**config.mk**
```make
export PLATFORM = sky130hd
export DESIGN_NAME = agu_dual
export DESIGN_NICKNAME = d
export VERILOG_FILES = /design/src/rtl/agu_pkg.sv /design/src/rtl/agu_modwrap.sv /design/src/rtl/agu_bitrev.sv /design/src/rtl/agu_x_gen.sv /design/src/rtl/agu_y_gen.sv /design/src/rtl/agu_dual.sv
export SDC_FILE = /design/constraint.sdc
export NUM_CORES = 1
export LEC_CHECK = 0
export BUFFER_PORTS_ARGS = -buffer_cell sky130_fd_sc_hd__buf_2
export CORE_MARGIN = 2
export CORE_UTILIZATION = 35
export CTS_CLUSTER_DIAMETER = 200
export CTS_CLUSTER_SIZE = 25
export DETAILED_ROUTE_END_ITERATION = 6
export PLACE_DENSITY = 0.54
export SLEW_MARGIN = 20
export SYNTH_ARGS = -nofsm -noshare
export SYNTH_HDL_FRONTEND = slang
export SYNTH_SLANG_ARGS = --single-unit
```
**constraint.sdc**
```tcl
create_clock -name clk -period 18.97 [get_ports clk]
set_input_delay 3.794 -clock clk [delete_from_list [all_inputs] [get_ports clk]]
set_output_delay 3.794 -clock clk [all_outputs]
set_load 0.02 [all_outputs]
```
**src/rtl/agu_pkg.sv**
```systemverilog
// Shared types for the dual address generator.
// Assumes: mode codes are fixed by the instruction decoder that drives them.
package agu_pkg;

    // X addressing modes (code values are decoded by the instruction decoder)
    typedef enum logic [2:0] {
        XM_DIRECT  = 3'd0,
        XM_POSTINC = 3'd1,
        XM_POSTDEC = 3'd2,
        XM_PREINC  = 3'd3,
        XM_PREDEC  = 3'd4,
        XM_OFFSET  = 3'd5,
        XM_BITREV  = 3'd6,
        XM_RSVD    = 3'd7
    } xmode_e;

    // Y post-modify codes
    typedef enum logic [1:0] {
        YOP_HOLD  = 2'd0,
        YOP_INC2  = 2'd1,
        YOP_DEC2  = 2'd2,
        YOP_INC4  = 2'd3
    } yop_e;

endpackage

```
**src/rtl/agu_modwrap.sv**
```systemverilog
// Circular-buffer wrap of a modified pointer value.
// Assumes lo <= hi and that a single step never overshoots by more than the
// buffer length; values inside [lo,hi] or with wrapping disabled pass through.
module agu_modwrap #(
    parameter int AW = 16
) (
    input  logic [AW-1:0] val,
    input  logic          en,
    input  logic [AW-1:0] lo,
    input  logic [AW-1:0] hi,
    output logic [AW-1:0] res
);
    // Fold an overshoot past either bound back into the buffer
    always_comb begin
        if (en && (val > hi))
            res = lo + (val - hi - AW'(1));
        else if (en && (val < lo))
            res = hi - (lo - val - AW'(1));
        else
            res = val;
    end
endmodule

```
**src/rtl/agu_bitrev.sv**
```systemverilog
// Reversed-carry increment of an N-bit field inside a pointer.
// The field starts at bit 1 for word accesses and bit 0 for byte accesses;
// one is added at the field's top bit and the carry runs downward, carry out
// dropped. N = 0 leaves the pointer unchanged. Assumes N + start <= AW.
module agu_bitrev #(
    parameter int AW = 16,
    parameter int BW = 4
) (
    input  logic [AW-1:0] val,
    input  logic          word_op,
    input  logic [BW-1:0] nbits,
    output logic [AW-1:0] res
);
    // Mirror the low n bits of v; bits at and above n come out zero
    function automatic logic [AW-1:0] mirror(input logic [AW-1:0] v, input int n);
        logic [AW-1:0] r;
        r = '0;
        for (int i = 0; i < AW; i++) begin
            for (int j = 0; j < AW; j++) begin
                if ((i < n) && (j == n - 1 - i))
                    r[i] = v[j];
            end
        end
        return r;
    endfunction

    logic [AW-1:0] mask;
    logic [AW-1:0] field;
    logic [AW-1:0] next_field;
    int            shamt;

    // Extract the field, add one in mirrored order, and merge it back
    always_comb begin
        shamt      = word_op ? 1 : 0;
        mask       = (AW'(1) << nbits) - AW'(1);
        field      = (val >> shamt) & mask;
        next_field = mirror(mirror(field, int'(nbits)) + AW'(1), int'(nbits)) & mask;
        res        = (val & ~(mask << shamt)) | (next_field << shamt);
    end
endmodule

```
**src/rtl/agu_x_gen.sv**
```systemverilog
// Primary address generator: all addressing modes for one access.
// Purely combinational; the top registers its results. Assumes the offset is
// already sign-extended to AW bits by the decoder. An accumulator store is
// always word sized regardless of the byte flag.
module agu_x_gen
    import agu_pkg::*;
#(
    parameter int AW = 16,
    parameter int BW = 4
) (
    input  logic [AW-1:0] ptr,
    input  logic [AW-1:0] offset,
    input  xmode_e        mode,
    input  logic          byte_op,
    input  logic          acc_store,
    input  logic          mod_en,
    input  logic [AW-1:0] mod_lo,
    input  logic [AW-1:0] mod_hi,
    input  logic [BW-1:0] brev_n,
    output logic [AW-1:0] ea,
    output logic [AW-1:0] ptr_upd
);
    logic          word_op;
    logic [AW-1:0] step;
    logic [AW-1:0] inc_raw;
    logic [AW-1:0] dec_raw;
    logic [AW-1:0] inc_wrap;
    logic [AW-1:0] dec_wrap;
    logic [AW-1:0] brev_next;
    logic [AW-1:0] ea_raw;

    // Access size and the scaled pointer step
    always_comb begin
        word_op = !(byte_op && !acc_store);
        step    = word_op ? AW'(2) : AW'(1);
        inc_raw = ptr + step;
        dec_raw = ptr - step;
    end

    agu_modwrap #(.AW(AW)) u_wrap_inc (
        .val (inc_raw),
        .en  (mod_en),
        .lo  (mod_lo),
        .hi  (mod_hi),
        .res (inc_wrap)
    );

    agu_modwrap #(.AW(AW)) u_wrap_dec (
        .val (dec_raw),
        .en  (mod_en),
        .lo  (mod_lo),
        .hi  (mod_hi),
        .res (dec_wrap)
    );

    agu_bitrev #(.AW(AW), .BW(BW)) u_brev (
        .val     (ptr),
        .word_op (word_op),
        .nbits   (brev_n),
        .res     (brev_next)
    );

    // Select address and pointer update by mode
    always_comb begin
        ea_raw  = ptr;
        ptr_upd = ptr;
        unique case (mode)
            XM_POSTINC: ptr_upd = inc_wrap;
            XM_POSTDEC: ptr_upd = dec_wrap;
            XM_PREINC: begin
                ea_raw  = inc_wrap;
                ptr_upd = inc_wrap;
            end
            XM_PREDEC: begin
                ea_raw  = dec_wrap;
                ptr_upd = dec_wrap;
            end
            XM_OFFSET:  ea_raw  = ptr + offset;
            XM_BITREV:  ptr_upd = brev_next;
            default: begin
                ea_raw  = ptr;
                ptr_upd = ptr;
            end
        endcase
    end

    // Word accesses ignore the byte-select bit of the address
    always_comb begin
        ea = word_op ? {ea_raw[AW-1:1], 1'b0} : ea_raw;
    end
endmodule

```
**src/rtl/agu_y_gen.sv**
```systemverilog
// Secondary address generator for the second multiply-accumulate operand.
// Combinational; read-only and word-only, post-modify with optional modulo.
// Assumes the two dedicated pointer values arrive from the register file.
module agu_y_gen
    import agu_pkg::*;
#(
    parameter int AW        = 16,
    parameter int IW        = 4,
    parameter int PTR_A_IDX = 6,
    parameter int PTR_B_IDX = 7
) (
    input  logic [AW-1:0] ptr_a,
    input  logic [AW-1:0] ptr_b,
    input  logic          sel_b,
    input  yop_e          op,
    input  logic          mod_en,
    input  logic [AW-1:0] mod_lo,
    input  logic [AW-1:0] mod_hi,
    output logic [AW-1:0] ea,
    output logic [AW-1:0] ptr_upd,
    output logic [IW-1:0] idx
);
    logic [AW-1:0] cur;
    logic [AW-1:0] moved;
    logic [AW-1:0] wrapped;

    // Pick the dedicated pointer and form the raw post-modified value
    always_comb begin
        cur = sel_b ? ptr_b : ptr_a;
        idx = sel_b ? IW'(PTR_B_IDX) : IW'(PTR_A_IDX);
        unique case (op)
            YOP_INC2: moved = cur + AW'(2);
            YOP_DEC2: moved = cur - AW'(2);
            YOP_INC4: moved = cur + AW'(4);
            default:  moved = cur;
        endcase
    end

    agu_modwrap #(.AW(AW)) u_wrap (
        .val (moved),
        .en  (mod_en && (op != YOP_HOLD)),
        .lo  (mod_lo),
        .hi  (mod_hi),
        .res (wrapped)
    );

    // Word-only fetch address and final pointer update
    always_comb begin
        ea      = {cur[AW-1:1], 1'b0};
        ptr_upd = wrapped;
    end
endmodule

```
**src/rtl/agu_dual.sv**
```systemverilog
// Top of the dual address generator: X and Y generators plus output registers.
// Every result is registered one edge after the request. Synchronous
// active-low reset clears all outputs. Assumes the decoder raises acc_store
// only together with x_req, and mac_en only for multiply-accumulate fetches.
module agu_dual
    import agu_pkg::*;
#(
    parameter int AW        = 16,
    parameter int RF_IDX_W  = 4,
    parameter int Y_PTR_A   = 6,
    parameter int Y_PTR_B   = 7,
    localparam int BW       = $clog2(AW)
) (
    input  logic                clk,
    input  logic                rst_n,
    input  logic                x_req,
    input  logic                x_write,
    input  logic                acc_store,
    input  logic [2:0]          x_mode,
    input  logic                x_byte,
    input  logic [AW-1:0]       x_ptr,
    input  logic [AW-1:0]       x_offset,
    input  logic                x_mod_en,
    input  logic [AW-1:0]       x_mod_lo,
    input  logic [AW-1:0]       x_mod_hi,
    input  logic [BW-1:0]       x_brev_n,
    input  logic                mac_en,
    input  logic                y_sel,
    input  logic [AW-1:0]       y_ptr6,
    input  logic [AW-1:0]       y_ptr7,
    input  logic [1:0]          y_op,
    input  logic                y_mod_en,
    input  logic [AW-1:0]       y_mod_lo,
    input  logic [AW-1:0]       y_mod_hi,
    output logic [AW-1:0]       x_ea,
    output logic [AW-1:0]       x_ptr_upd,
    output logic                x_rd,
    output logic                x_wr,
    output logic [AW-1:0]       y_ea,
    output logic [AW-1:0]       y_ptr_upd,
    output logic [RF_IDX_W-1:0] y_ptr_idx,
    output logic                y_rd
);
    logic [AW-1:0]       xg_ea;
    logic [AW-1:0]       xg_upd;
    logic [AW-1:0]       yg_ea;
    logic [AW-1:0]       yg_upd;
    logic [RF_IDX_W-1:0] yg_idx;
    logic                x_is_write;

    agu_x_gen #(.AW(AW), .BW(BW)) u_xgen (
        .ptr       (x_ptr),
        .offset    (x_offset),
        .mode      (xmode_e'(x_mode)),
        .byte_op   (x_byte),
        .acc_store (acc_store),
        .mod_en    (x_mod_en),
        .mod_lo    (x_mod_lo),
        .mod_hi    (x_mod_hi),
        .brev_n    (x_brev_n),
        .ea        (xg_ea),
        .ptr_upd   (xg_upd)
    );

    agu_y_gen #(
        .AW        (AW),
        .IW        (RF_IDX_W),
        .PTR_A_IDX (Y_PTR_A),
        .PTR_B_IDX (Y_PTR_B)
    ) u_ygen (
        .ptr_a   (y_ptr6),
        .ptr_b   (y_ptr7),
        .sel_b   (y_sel),
        .op      (yop_e'(y_op)),
        .mod_en  (y_mod_en),
        .mod_lo  (y_mod_lo),
        .mod_hi  (y_mod_hi),
        .ea      (yg_ea),
        .ptr_upd (yg_upd),
        .idx     (yg_idx)
    );

    // An accumulator store always goes out as a write on X
    always_comb begin
        x_is_write = x_write || acc_store;
    end

    // X output register: capture on request, otherwise hold address and drop strobes
    always_ff @(posedge clk) begin
        if (!rst_n) begin
            x_ea      <= '0;
            x_ptr_upd <= '0;
            x_rd      <= 1'b0;
            x_wr      <= 1'b0;
        end else if (x_req) begin
            x_ea      <= xg_ea;
            x_ptr_upd <= xg_upd;
            x_rd      <= !x_is_write;
            x_wr      <= x_is_write;
        end else begin
            x_rd      <= 1'b0;
            x_wr      <= 1'b0;
        end
    end

    // Y output register: capture during multiply-accumulate fetches, otherwise hold
    always_ff @(posedge clk) begin
        if (!rst_n) begin
            y_ea      <= '0;
            y_ptr_upd <= '0;
            y_ptr_idx <= '0;
            y_rd      <= 1'b0;
        end else if (mac_en) begin
            y_ea      <= yg_ea;
            y_ptr_upd <= yg_upd;
            y_ptr_idx <= yg_idx;
            y_rd      <= 1'b1;
        end else begin
            y_rd      <= 1'b0;
        end
    end

    // the two X strobes never coincide
    p_rw_excl_r12: assert property (@(posedge clk) disable iff (!rst_n)
        !(x_rd && x_wr));

    // a request raises exactly one X strobe
    p_one_strobe_r12: assert property (@(posedge clk) disable iff (!rst_n)
        x_req |=> (x_rd || x_wr));

    // an accumulator store becomes a write
    p_acc_write_r6: assert property (@(posedge clk) disable iff (!rst_n)
        (x_req && acc_store) |=> (x_wr && !x_rd));

    // word-sized X accesses land on an even address
    p_word_even_r3: assert property (@(posedge clk) disable iff (!rst_n)
        (x_req && (!x_byte || acc_store)) |=> !x_ea[0]);

    // idle X drops its strobes and holds its address
    p_x_idle_r11: assert property (@(posedge clk) disable iff (!rst_n)
        !x_req |=> (!x_rd && !x_wr && $stable(x_ea) && $stable(x_ptr_upd)));

    // every Y fetch is a whole word
    p_y_even_r7: assert property (@(posedge clk) disable iff (!rst_n)
        y_rd |-> !y_ea[0]);

    // Y reports only one of its two dedicated pointers
    p_y_idx_r8: assert property (@(posedge clk) disable iff (!rst_n)
        y_rd |-> ((y_ptr_idx == RF_IDX_W'(Y_PTR_A)) || (y_ptr_idx == RF_IDX_W'(Y_PTR_B))));

    // idle Y drops its strobe and holds its address and pointer
    p_y_idle_r10: assert property (@(posedge clk) disable iff (!rst_n)
        !mac_en |=> (!y_rd && $stable(y_ea) && $stable(y_ptr_upd)));

    // an in-range post-increment stays inside a buffer longer than one step
    p_mod_inside_r4: assert property (@(posedge clk) disable iff (!rst_n)
        (x_req && x_mod_en && (x_mode == 3'd1) && (x_ptr >= x_mod_lo) &&
         (x_ptr <= x_mod_hi) && (x_mod_hi >= x_mod_lo + AW'(2)))
        |=> ((x_ptr_upd >= $past(x_mod_lo)) && (x_ptr_upd <= $past(x_mod_hi))));
endmodule

```
---- Word-level counts from Yosys, hierarchy flattened ----
Index checks and enable logic that the tools add are counted.
storage, ports and cells
  bits in registers ....................... 70
  input port bits ......................... 147
  output and inout bits ................... 71
  logic and storage cells ................. 1078
cells by class
  add/subtract/negate cells ............... 41
  order comparisons ....................... 21
  equality and inequality tests ........... 234
  shifts and indexed selects .............. 4
  muxes and demuxes ....................... 495
  bitwise logic cells ..................... 5
  reductions and logical operators ........ 270
operator list
  operator               count
  $eq 5x32->1 const A    120
  $eq 4x32->1 const A    60
  $eq 3x32->1 const A    30
  $mux 1                 484
  $eq 2x32->1 const A    15
  $logic_not 32->1       15
  $logic_and 1x1->1      248
  $sub 32x5->32 const B  7
  $sub 16x16->16         10
  $pmux 16 s3            3
  $sub 32x4->32 const B  4
  $mux 16                7
  $sub 16x1->16 const B  6
  $add 16x16->16         5
  $shl 16x32->16         2
  $sub 32x3->32 const B  2
  $gt 16x16->1           3
  $lt 16x16->1           3
  $and 16x16->16         2
  $shr 16x32->16         1
  $sub 16x2->16 const B  2
  $sub 32x2->32 const B  1
  $lt 4x4->1 const A     7
  $add 15x1->16 const B  1
  21 further kinds       32

---- Depth between registers and ports, before layout ----
  word-level depth ........................ 42
  mapped depth ............................ 31
  gate-level depth less buffers ........... 28

---- By module ----
Synthesis repeated with hierarchy kept, for this count alone.
unflattened totals
  cell total of the unflattened synthesis .. 3230
  area, all modules ....................... 24041.8 um^2
modules (own cells, without submodules)
  module       instances  cells an instance  area an instance (um^2)
  agu_modwrap  3          421                3309.4
  agu_bitrev   1          1077               6979.2
  agu_dual     1          227                2690.1
  agu_x_gen    1          403                2607.5
  agu_y_gen    1          260                1836.8

---- Least setup slack after synthesis ----
Ideal clock, no wire load.
  path type ............................... input -> register
  start point ............................. input x_brev_n[0]
  end point ............................... register x_ptr_upd[12]
  library setup time ...................... 0.058 ns
  arrival time ............................ 11.514 ns
  required time ........................... 18.912 ns
  slack ................................... 7.398 ns
  cell stages on the path ................. 27
  buffers on the path ..................... 6
  cell sequence ........................... clkbuf_1 -> buf_2 -> clkinv_1 -> ha_1 -> clkbuf_1 -> or3b_2 -> clkbuf_1 -> clkbuf_1 -> ha_1 -> o21ai_0 -> ha_1 -> or4_1 -> or4_4 -> or2_0 -> a31oi_1 -> a221oi_1 -> a211oi_4 -> nor2_2 -> or3_4 -> or3_1 -> buf_6 -> xnor2_4 -> a221oi_2 -> a2111oi_2 -> a21oi_1 -> a2111oi_0 -> o21a_1
on the way
  cells in the longest elaborated chain, start to end .. 40
  elaborated cells on any way between the ends .. 1001
RTL lines
  element                                         RTL line                            source
  start, declared                                 agu_dual.sv:26                      input logic [BW-1:0] x_brev_n,
  $sub 4x1->5 or $shl 1x4->16 (tied branches)     n/a
  $sub 32x2->32, or another cell as far along     agu_bitrev.sv:20                    if ((i < n) && (j == n - 1 - i))
  $logic_not 32->1, or another cell as far along  agu_bitrev.sv:20
  $logic_and 1x1->1 or $mux 1 (tied branches)     agu_bitrev.sv:20
  $mux 1 (15 in a row)                            agu_bitrev.sv:20
  $mux 1 or $add 15x1->16 (tied branches)         agu_bitrev.sv:20, agu_bitrev.sv:37
  $add 15x1->16 or $mux 1 (tied branches)         agu_bitrev.sv:37, agu_bitrev.sv:20
  $mux 1 (15 in a row)                            agu_bitrev.sv:20
  $and 15x16->16                                  agu_bitrev.sv:37                    next_field = mirror(mirror(field, int'(nbits)) + AW'(1), int'(nbits)) & mask;
  $shl 16x32->16                                  agu_bitrev.sv:38                    res = (val & ~(mask << shamt)) | (next_field << shamt);
  $or 16x16->16 *                                 agu_bitrev.sv:38
  $pmux 16 s3 *                                   agu_x_gen.sv:67                     unique case (mode)
  end signal, assigned                            agu_dual.sv:97                      x_ptr_upd <= xg_upd;
  end, declared                                   agu_dual.sv:36                      output logic [AW-1:0] x_ptr_upd,
Mark *: on every way between the ends. The rest lies on a longest branch, timed or not.
A chain may end at the register's enable or synchronous reset.

---- Final worst setup path ----
  start point ............................. input x_brev_n[0]
  end point ............................... register x_ptr_upd[13]
The elaborated chain is that of the path after synthesis.

==> key figures <==
Final layout
  – Cell Count, Final, Fillers Out: 4022
  – Commonest non-fill, non-tap cell in the layout: ha_1
  – Most frequent cells in the layout: ha_1 (284), nand2_1 (273), nor2_1 (247)
  – Area added between synthesis and finish: 9.79%
  – Share of cells above drive strength 1: 12.0%
  – Final instance area: 24700 sq um
  – Layout Nets: 3700

Power and ir drop
  – Clock power frac: between 10% and 20%
  – Flop pwr share: ~12%
  – Worst VDD drop: 0.0000425 V
  – Combinational Power Share: 74.7%
  – P_leak: about 11 nW
  – Switching fraction of total power: 52.9%
  – Power Density: 56.4 nW/um^2
  – Pwr Total: 1.39 mW
  – Sw power: roughly 740 uW
  – Internal power: ~660 uW

Setup path
  – Cells on worst reg2reg path: 5
  – CP Capture Type: register
  – CP startpoint kind: input port
  – Reg2reg end: x_ptr_upd[3]
  – RR Startpoint: x_ptr_upd[3]
  – Worst setup path end: x_ptr_upd[13]
  – Req. time, crit path: 19.28 ns
  – CP max FO: 38
  – CP startpoint: x_brev_n[0]
  – R2R setup slack: 17.73 ns
  – Crit path DAT: 13.03 ns
  – Setup CP Type: in2reg

Floorplanning
  – Initial Util: 35.5%
  – Floorplan Core Area: between 60000 and 70000 sq um
  – Ports: between 200 and 250
  – Rows: 92
  – Die height: 257 um
  – Chip width: 257 um
  – Area of the die: 66300 sq um

Global routing
  – Largest net degree at the start of global routing: 71
  – GRT overflow: 0
  – GRT Util Overall: between 20% and 30%
  – Vias in the first global route: 23633
  – First-pass GRT wire length: ~150000 um
  – Initial antenna violation count: 4

Placement
  – Dpl hpwl: 83300 um
  – Dpl cell area: approximately 24000 sq um
  – Number of buffers added on ports: 215
  – Final Wtd Congestion: 1.06
  – Placed cell count: 4004

STA
  – Maximum clock rate: 78.6 MHz
  – Rel. slew slack: 17.3%
  – Setup tns final: 0 ns
  – Final setup fails: 0
  – Min Hold Slack: around 0.46 ns
  – Skew final: 0 ns
  – Unrepaired setup endpoints after global routing: false
  – Worst-margin pin slew: 1.24 ns
  – Fin. Hold Viols: 0
  – Final Slew Violations: 0
  – Fin crit share: 67.1%
  – Crit path time final: 12.73 ns

Clock network
  – Setup bufs post-CTS: 0
  – H-tree levels: 3
  – Clock buffer depth: 2
  – CTS buffer count: 9
  – TritonCTS Sinks: a little under 70
  – Post-cts resize count: 0
  – Root buffer cell: clkbuf_16
  – Clock Latency Late Sink: between 0.3 and 0.4 ns
  – CTS clk-pin slew, worst paths: roughly 0.070 ns
  – CTS tree: built
  – Hold_buf cts: 0

Detailed routing
  – DRC Markers: 0
  – Vias after detailed routing: 24565
  – Vias per inst: 6.11
  – DR pass1 iterations: 6
  – Post-route ant nets: 0
  – Routed WL per cell: 25.5 um
  – Final WL: slightly above 100000 um
  – 1st-iter DRT viols: between 2000 and 2500

Logic synthesis
  – Count of cell types in the netlist: ~120
  – Area leader, netlist: ha_1
  – Asr flop ratio synth: 0%
  – #FFs+latches synth: 68
  – Top cell type's share of synthesized area: between 10% and 20%
  – Largest cells by area after synthesis: ha_1 (16%), fa_1 (8.6%), dfxtp_1 (6.1%)
  – Synthesized cell area: 22500 sq um
  – Post-synth EDFFs: 0
  – Avg Inst Size Synth: between 7 and 8 sq um
  – Post-synth top flop: dfxtp_1
  – Post-Synthesis Cells: 3052
  – Register area share after synthesis: 6.05%
  – Yosys warnings: 0

Hold path
  – Hold Crit Class: reg2reg
  – Hold path depth: 1

Status
  – Run status: finished, final reports clean

Flow run
  – Max Cap Viol: 0
==> power by group through the flow <==
stage / clock (mW) / sequential [mW] / combinational, mW
2_1_floorplan: 0 / 0.191 / 0.700
3_3_place_gp: 0 / 0.175 / 1.02
3_5_place_dp: 0 / 0.175 / 1.02
4_1_cts: 0.181 / 0.172 / 1.02
5_1_grt: 0.187 / 0.174 / 1.14
6_report: 0.180 / 0.172 / 1.04
==> state kept, by name, summed over array words and instances (netlist names) <==
register	cells
x_ea	16
x_ptr_upd	16
x_rd	1
x_wr	1
y_ea	15
y_ptr_idx	2
y_ptr_upd	16
y_rd	1
==> stage by stage <==
stage / utilization [%] / setup WS (ns)
after floorplan: - / 7.40
after global placement: 38.5 / 6.25
after detailed placement: 38.5 / 6.12
after CTS: 39.0 / 6.47
final: 39.0 / 6.24
after global routing: 39.0 / 5.87
==> layout make-up <==
cell class | instances | area (sq um)
Tap cell | 846 | 1060
Inverter | 188 | 706
Timing Repair Buffer | 264 | 1440
Clock inverter | 7 | 75.1
Multi-Input combinational cell | 2638 | 19800
Clock buffer | 9 | 225
Sequential cell | 68 | 1360
Antenna cell | 2 | 5.00
Fill cell | 6822 | 38600
==> worst min path at each step <==
stage	slack [ns]	start	endpoint
global route	0.49	x_ea[2]	x_ea[2]
floorplan	0.52	x_ea[2]	x_ea[2]
CTS	0.46	x_ptr_upd[10]	x_ptr_upd[10]
finish	0.46	x_ptr_upd[10]	x_ptr_upd[10]
global placement	0.44	x_ptr_upd[10]	x_ptr_upd[10]
detailed placement	0.44	x_ptr_upd[10]	x_ptr_upd[10]
==> critical path, cell delays in order <==
cell and delay (ns):
buf_2 0.32, clkinv_1 0.36, ha_1 0.30, buf_4 0.28
ha_1 0.95, inv_1 0.45, ha_1 0.49, a21oi_1 0.37
nand3_1 0.13, ha_1 0.30, or4_1 0.50, or4_1 0.59
nor2_1 0.25, a21boi_1 0.71, o211a_1 0.28, a21oi_1 0.08
a22oi_2 0.47, or3_4 0.27, or3_1 0.32, xnor2_2 0.24
a221o_1 0.41, a211oi_1 0.65, a21oi_1 0.16, a211oi_1 0.19
a221o_1 0.13
==> routing by layer <==
metal | share of wire (%) | track usage [%]
met1 | 41 | 38.1
met2 | 46 | 48.9
met3 | 7.4 | 4.44
met4 | 5.4 | 14.4
met5 | 0.040 | 0
==> cells by family (layout without fill, tap and decap cells) <==
| family | after synthesis | after routing | share of synthesized area [%] |
|---|---|---|---|
| compound gates | 977 | 977 | 29.6 |
| mux | 91 | 91 | 4.16 |
| fa+ha+maj | 385 | 385 | 24.6 |
| simple gates | 1025 | 1025 | 23.0 |
| other cells | 1 | 4 | 0.0167 |
| buf+inv | 347 | 468 | 6.03 |
| flops | 68 | 68 | 6.05 |
| xor+xnor | 158 | 158 | 6.43 |
==> cells in the mapped netlist, drive strengths merged (17+ instances only) <==
cell type,count
nor2,250
nand4,37
fa,97
a211oi,44
nand2b,45
a31oi,29
o21bai,32
o21a,44
dfxtp,68
nor3,86
nor2b,37
and3,25
mux2,20
nand3b,19
ha,287
and2,28
mux2i,71
or3,24
inv,183
o221ai,17
a21oi,229
a21boi,28
or2,22
buf,39
nand3,84
clkbuf,120
o31ai,32
o22ai,23
or4,21
a22oi,18
a21o,39
o211ai,32
a221oi,20
o21ai,204
xnor2,111
nand2,273
xor2,45
nor4,32
Power figures use the tool's default switching activity.
